**src/rtl/prbs_pkg.sv**
```systemverilog
package prbs_pkg;

   typedef enum logic [1:0] {
      SYNC_FILL  = 2'd0,
      SYNC_TRAIN = 2'd1,
      SYNC_LOCK  = 2'd2
   } sync_state_e;

   function automatic int unsigned cnt_width(input int unsigned max_val);
      return (max_val < 2) ? 1 : $clog2(max_val + 1);
   endfunction

endpackage

```
**src/rtl/prbs_lfsr_gen.sv**
```systemverilog
module prbs_lfsr_gen #(
   parameter int unsigned     REG_W  = 8,
   parameter int unsigned     TAP_HI = 7,
   parameter int unsigned     TAP_LO = 6,
   parameter logic [REG_W-1:0] SEED  = 8'h81
) (
   input  logic             clk,
   input  logic             rst,
   input  logic             step,
   output logic [REG_W-1:0] word,
   output logic             sbit
);

   logic [REG_W-1:0] shreg_q;
   logic             fb;

   if (TAP_HI > REG_W) begin : g_bad_width
      $error("prbs_lfsr_gen: register narrower than the highest tap");
   end

   assign fb = shreg_q[TAP_HI-1] ^ shreg_q[TAP_LO-1];

   always_ff @(posedge clk) begin
      if (rst) begin
         shreg_q <= SEED;
      end else if (step) begin
         shreg_q <= {shreg_q[REG_W-2:0], fb};
      end
   end

   assign word = shreg_q;
   assign sbit = shreg_q[0];

endmodule

```
**src/rtl/prbs_event_counter.sv**
```systemverilog
module prbs_event_counter #(
   parameter int unsigned W        = 32,
   parameter bit          SATURATE = 1'b1
) (
   input  logic         clk,
   input  logic         rst,
   input  logic         inc,
   output logic [W-1:0] value
);

   logic [W-1:0] value_q;

   if (SATURATE) begin : g_sat
      always_ff @(posedge clk) begin
         if (rst) begin
            value_q <= '0;
         end else if (inc && (value_q != {W{1'b1}})) begin
            value_q <= value_q + W'(1);
         end
      end
   end else begin : g_wrap
      always_ff @(posedge clk) begin
         if (rst) begin
            value_q <= '0;
         end else if (inc) begin
            value_q <= value_q + W'(1);
         end
      end
   end

   assign value = value_q;

endmodule

```
**src/rtl/prbs_err_window.sv**
```systemverilog
module prbs_err_window #(
   parameter int unsigned WIN_LEN = 64,
   parameter int unsigned WIN_ERR = 8
) (
   input  logic clk,
   input  logic rst,
   input  logic clr,
   input  logic shift,
   input  logic err_in,
   output logic trip
);

   localparam int unsigned CW = prbs_pkg::cnt_width(WIN_LEN);

   logic [WIN_LEN-1:0] flags_q;
   logic [CW-1:0]      count_q;
   logic [CW-1:0]      count_nx;

   if (WIN_LEN < 2) begin : g_bad_len
      $error("prbs_err_window: window must span at least two bits");
   end
   if ((WIN_ERR < 1) || (WIN_ERR > WIN_LEN)) begin : g_bad_thr
      $error("prbs_err_window: threshold must lie within the window");
   end

   always_comb begin
      count_nx = count_q + CW'(err_in) - CW'(flags_q[WIN_LEN-1]);
   end

   always_ff @(posedge clk) begin
      if (rst || clr) begin
         flags_q <= '0;
         count_q <= '0;
      end else if (shift) begin
         flags_q <= {flags_q[WIN_LEN-2:0], err_in};
         count_q <= count_nx;
      end
   end

   assign trip = shift && (count_nx >= CW'(WIN_ERR));

endmodule

```
**src/rtl/prbs_rx_checker.sv**
```systemverilog
module prbs_rx_checker #(
   parameter int unsigned TAP_HI   = 7,
   parameter int unsigned TAP_LO   = 6,
   parameter int unsigned LOCK_RUN = 16,
   parameter int unsigned WIN_LEN  = 64,
   parameter int unsigned WIN_ERR  = 8,
   parameter int unsigned CNT_W    = 32,
   parameter bit          SATURATE = 1'b1
) (
   input  logic             clk,
   input  logic             rst,
   input  logic             in_valid,
   input  logic             in_bit,
   output logic             locked,
   output logic             err_pulse,
   output logic [CNT_W-1:0] err_count,
   output logic [CNT_W-1:0] bit_count
);

   import prbs_pkg::*;

   localparam int unsigned ORDER  = TAP_HI;
   localparam int unsigned FILL_W = cnt_width(ORDER);
   localparam int unsigned RUN_W  = cnt_width(LOCK_RUN);

   sync_state_e       state_q;
   logic [ORDER-1:0]  hist_q;
   logic [FILL_W-1:0] fill_q;
   logic [RUN_W-1:0]  run_q;
   logic              err_q;
   logic              pred;
   logic              miss;
   logic              chk_en;
   logic              trip;

   if (LOCK_RUN < 1) begin : g_bad_run
      $error("prbs_rx_checker: lock run must be at least one");
   end

   assign pred   = hist_q[TAP_HI-1] ^ hist_q[TAP_LO-1];
   assign miss   = in_bit ^ pred;
   assign chk_en = (state_q == SYNC_LOCK) && in_valid;

   always_ff @(posedge clk) begin
      if (rst) begin
         state_q <= SYNC_FILL;
         hist_q  <= '0;
         fill_q  <= '0;
         run_q   <= '0;
         err_q   <= 1'b0;
      end else begin
         err_q <= chk_en && miss;
         if (in_valid) begin
            case (state_q)
               SYNC_FILL: begin
                  hist_q <= {hist_q[ORDER-2:0], in_bit};
                  if (fill_q == FILL_W'(ORDER - 1)) begin
                     state_q <= SYNC_TRAIN;
                     fill_q  <= '0;
                     run_q   <= '0;
                  end else begin
                     fill_q <= fill_q + FILL_W'(1);
                  end
               end
               SYNC_TRAIN: begin
                  hist_q <= {hist_q[ORDER-2:0], in_bit};
                  if (miss) begin
                     run_q <= '0;
                  end else if (run_q == RUN_W'(LOCK_RUN - 1)) begin
                     state_q <= SYNC_LOCK;
                     run_q   <= '0;
                  end else begin
                     run_q <= run_q + RUN_W'(1);
                  end
               end
               SYNC_LOCK: begin
                  hist_q <= {hist_q[ORDER-2:0], pred};
                  if (trip) begin
                     state_q <= SYNC_FILL;
                     fill_q  <= '0;
                  end
               end
               default: begin
                  state_q <= SYNC_FILL;
                  fill_q  <= '0;
               end
            endcase
         end
      end
   end

   prbs_err_window #(
      .WIN_LEN (WIN_LEN),
      .WIN_ERR (WIN_ERR)
   ) u_window (
      .clk    (clk),
      .rst    (rst),
      .clr    (state_q != SYNC_LOCK),
      .shift  (chk_en),
      .err_in (miss),
      .trip   (trip)
   );

   prbs_event_counter #(
      .W        (CNT_W),
      .SATURATE (SATURATE)
   ) u_err_cnt (
      .clk   (clk),
      .rst   (rst),
      .inc   (chk_en && miss),
      .value (err_count)
   );

   prbs_event_counter #(
      .W        (CNT_W),
      .SATURATE (SATURATE)
   ) u_bit_cnt (
      .clk   (clk),
      .rst   (rst),
      .inc   (chk_en),
      .value (bit_count)
   );

   assign locked    = (state_q == SYNC_LOCK);
   assign err_pulse = err_q;

endmodule

```
**src/rtl/prbs7_link.sv**
```systemverilog
module prbs7_link #(
   parameter int unsigned      REG_W    = 8,
   parameter int unsigned      TAP_HI   = 7,
   parameter int unsigned      TAP_LO   = 6,
   parameter logic [REG_W-1:0] SEED     = 8'h81,
   parameter int unsigned      LOCK_RUN = 16,
   parameter int unsigned      WIN_LEN  = 64,
   parameter int unsigned      WIN_ERR  = 8,
   parameter int unsigned      CNT_W    = 32
) (
   input  logic             clk,
   input  logic             rst,
   input  logic             gen_en,
   output logic [REG_W-1:0] gen_word,
   output logic             gen_bit,
   input  logic             rx_valid,
   input  logic             rx_bit,
   output logic             rx_locked,
   output logic             rx_err,
   output logic [CNT_W-1:0] rx_err_count,
   output logic [CNT_W-1:0] rx_bit_count
);

   if (!(TAP_HI > TAP_LO && TAP_LO >= 1)) begin : g_bad_taps
      $error("prbs7_link: taps must satisfy TAP_HI > TAP_LO >= 1");
   end
   if (REG_W < TAP_HI) begin : g_bad_reg
      $error("prbs7_link: register must hold every tap");
   end
   if (SEED[TAP_HI-1:0] == '0) begin : g_bad_seed
      $error("prbs7_link: seed would start in the all-zero lock-up state");
   end
   if (CNT_W < 2) begin : g_bad_cnt
      $error("prbs7_link: counters need at least two bits");
   end

   prbs_lfsr_gen #(
      .REG_W  (REG_W),
      .TAP_HI (TAP_HI),
      .TAP_LO (TAP_LO),
      .SEED   (SEED)
   ) u_gen (
      .clk  (clk),
      .rst  (rst),
      .step (gen_en),
      .word (gen_word),
      .sbit (gen_bit)
   );

   prbs_rx_checker #(
      .TAP_HI   (TAP_HI),
      .TAP_LO   (TAP_LO),
      .LOCK_RUN (LOCK_RUN),
      .WIN_LEN  (WIN_LEN),
      .WIN_ERR  (WIN_ERR),
      .CNT_W    (CNT_W),
      .SATURATE (1'b1)
   ) u_chk (
      .clk       (clk),
      .rst       (rst),
      .in_valid  (rx_valid),
      .in_bit    (rx_bit),
      .locked    (rx_locked),
      .err_pulse (rx_err),
      .err_count (rx_err_count),
      .bit_count (rx_bit_count)
   );

endmodule

```
**config.mk**
```make
export PLATFORM = sky130hd
export DESIGN_NAME = prbs7_link
export DESIGN_NICKNAME = d
export VERILOG_FILES = /design/src/rtl/prbs_pkg.sv /design/src/rtl/prbs_lfsr_gen.sv /design/src/rtl/prbs_event_counter.sv /design/src/rtl/prbs_err_window.sv /design/src/rtl/prbs_rx_checker.sv /design/src/rtl/prbs7_link.sv
export SDC_FILE = /design/constraint.sdc
export NUM_CORES = 1
export LEC_CHECK = 0
export CAP_MARGIN = 25
export CORE_UTILIZATION = 55
export CTS_BUF_LIST = sky130_fd_sc_hd__clkbuf_4
export CTS_CLUSTER_DIAMETER = 100
export DETAILED_ROUTE_END_ITERATION = 7
export PLACE_DENSITY = 0.78
export SETUP_SLACK_MARGIN = 0.15
export SKIP_LAST_GASP = 1
export SLEW_MARGIN = 10
export SYNTH_ARGS = -nofsm -noshare
export SYNTH_HDL_FRONTEND = slang
export SYNTH_SLANG_ARGS = --single-unit
```
**constraint.sdc**
```tcl
create_clock -name clk -period 6.4 [get_ports clk]
set_clock_uncertainty 0.05 [all_clocks]
set_input_delay 1.6 -clock clk [delete_from_list [all_inputs] [get_ports clk]]
set_output_delay 1.6 -clock clk [all_outputs]
set_load 0.05 [all_outputs]
```
==> impl_metrics.tcl <==
set metrics [dict create \
    outcome "finished, final reports clean" \
    overflow 0 \
    grt.total_usage_pct 22.2 \
    portBuffers 79 \
    finish.net_count 875 \
    cp_slowest_stage_delay_ns 0.52 \
    vias 6024 \
    synth_edf_count 0 \
    synth.distinct_cells 59 \
    critical_path_class "input port to register" \
    slew_violations 0 \
    cts_sinks 161 \
    clock_power_share_pct 36.8 \
    cts_max_level 4 \
    utilization_pct 66.1 \
    rsz0062_at_grt "false" \
    p_comb_share_pct 3.6 \
    path_buf_inv 2 \
    p_sw_uw 423 \
    p_per_area_mw_per_mm2 202 \
    drt_iter0_drc 448 \
    endpoint_kind "register" \
    ctsHoldBuffers 0 \
    grt_max_degree 98 \
    post_cts_buffers 0 \
    yosysWarnings 0 \
    cts_resized 0 \
    syn_to_final_growth_pct 16.3 \
    synthTopCellsByArea "dfxtp_1, mux2i_1, nor2_1" \
    core_area_mm2 0.0127 \
    io-pin-count 80 \
    cpMostUsedCell "ha_1" \
    worst_pin_slew_ns 0.977 \
    holdWs_ns 0.419 \
    cts-buffers-inserted 17 \
    ys_seq_elements 161 \
    cts-root-buf "clkbuf_4" \
    die_w_um 116 \
    layout_common_cells "dfxtp_1, nor2_1, mux2i_1, clkdlybuf4s50_1, a21oi_1" \
    fmax_ghz 0.229 \
    peakVddDrop_uv 180 \
    cts_tree "done" \
    grt_pass1_vias 5473 \
    setup_violations 0 \
    start_util_pct 56.8 \
    antenna_left 0 \
    wl_per_cell_um 13.8 \
    synthArstFlopShare_pct 0 \
    fin_setup_tns_ns 0 \
    syn_avg_cell_area_um2 9.04 \
    clk_path_buf_depth 2 \
    fp-row-count 41 \
    intPower_mw 1.27 \
    ys_seq_area_share_pct 44.8 \
    finalHoldViolations 0 \
    clk_pin_slew_ns 0.14 \
    clk_latency_ns 0.57 \
    die_area_mm2 0.0136 \
    netlist_area_mm2 0.00720 \
    final_common_cell "dfxtp_1" \
    slowest_stage "clkdlybuf4s50_1" \
    path_cells "clkdlybuf4s50_1 > xnor3_1 > ha_1 > inv_1 > ha_1 > fa_1 > a211oi_1 > o21ai_0 > a211o_1 > nand3_1 > a41oi_1" \
    die_height_um 116 \
    grt_pass1_wl_um 24200 \
    crit_arrival_ns 4.73 \
    hp-class "register to register" \
    syn-num-nets 813 \
    yosys.area.top_type "dfxtp_1" \
    drc 0 \
    routabilityCongestion 0.844 \
    timing.final.crit_period_ns 4.36 \
    critical-path-top-delay-family "compound AO/OA/AOI/OAI gates" \
    drv_cap 0 \
    drive_gt1_share_pct 6.65 \
    p_leak_nw 2.88 \
    worstPathMaxFanout 7 \
    slew_headroom_pct 34.9 \
    synth_top_area_share_pct 44.8 \
    antenna_found_initial 1 \
    seq_power_share_pct 59.6 \
    via_per_inst 5.76 \
    dr.pass1.iters 5 \
    period_share_pct 68.1 \
    cp_data_required_time_ns 6.77 \
    worst_setup_path_start_kind "input port" \
    routed_wl_um 14400 \
    synth_ff_type "dfxtp_1" \
    syn_inst 797 \
    switching_share_pct 24.9 \
    detailed_place_hpwl_um 9720 \
]
## power groups by stage
stage / Sequential (mW) / Combinational, mW / Clock, mW
5_1_grt: 1.01 / 0.0660 / 0.685
3_3_place_gp: 1.03 / 0.0597 / 0
3_5_place_dp: 1.03 / 0.0612 / 0
4_1_cts: 1.01 / 0.0614 / 0.642
6_report: 1.01 / 0.0616 / 0.624
2_1_floorplan: 1.04 / 0.0427 / 0
## tightest hold or removal path: stages, from the launching register on
cell and delay [ns]:
dfxtp_1 0.33, nand2_1 0.05, a21oi_1 0.05
## per-layer routing
metal	share of wire, %	GRT usage (%)	vias to the layer above
met5	0	0	-
met4	1.1	7.95	0
met3	4.0	5.45	13
met2	48	38.0	117
met1	47	27.1	2846
li1	-	-	3048
## state kept, by name, indices dropped and copies added, names as in the netlist
signal,cells
u_chk.run_q,5
u_gen.word,8
u_chk.u_bit_cnt.value,32
u_chk.u_err_cnt.value,32
u_chk.hist_q,7
u_chk.err_pulse,1
u_chk.u_window.count_q,7
u_chk.u_window.flags_q,64
u_chk.fill_q,3
u_chk.state_q,2
## kinds of logic after synthesis
logic type / synth area share [%]
and+or+nand+nor: 23.3
DFF: 44.8
AOI/OAI and AO/OA: 13.1
muxes: 12.1
buffers and inverters: 3.49
adders and majority gates: 2.02
xor gates and xnor gates: 1.29
## worst paths after layout
| check | startpoint | to | slack [ns] | cells after the start |
|---|---|---|---|---|
| setup / recovery | rx_bit | u_chk.fill_q[0] | 2.04 | 11 |
| hold / removal | u_chk.u_window.flags_q[0] | u_chk.u_window.flags_q[0] | 0.42 | 2 |
| setup reg to reg | u_chk.hist_q[6] | u_chk.fill_q[0] | 3.01 | 10 |
| hold reg to reg | u_chk.u_window.flags_q[0] | u_chk.u_window.flags_q[0] | 0.42 | 2 |
## metrics by stage
step                      setup WS (ns)  power [mW]  instances  instance area, um2
after floorplan                    2.38        1.08        797                7200
after global placement             1.63        1.09       1009                8050
after detailed placement           1.49        1.09       1010                8050
after CTS                          2.12        1.71       1042                8350
after global routing               2.03        1.76       1045                8380
final                              2.04        1.70       1045                8380
## cell usage after synthesis (all sizes together), types with 4 or more instances
library cell    n
ha             10
nand2          32
buf            14
nor4            7
nand3          25
or3            23
nand4          23
mux2i          79
nor2          116
inv            17
o31ai          27
and4           17
mux2            7
a31oi           7
xor2            4
clkbuf         29
nand2b          5
or4            26
and3            7
a21oi          64
xnor2           4
o21ai          30
dfxtp         161
nor2b          12
nor3           10
## final cells by class
type,count,area [um2]
clock buffer,17,128
clock inverter,15,168
sequential,161,3220
timing repair buffer,86,843
inverter,18,67.6
tap,172,215
fill,1044,4290
antenna,1,2.50
multi-input combinational,575,3730
Note: power is estimated with default switching activity, not from simulation.
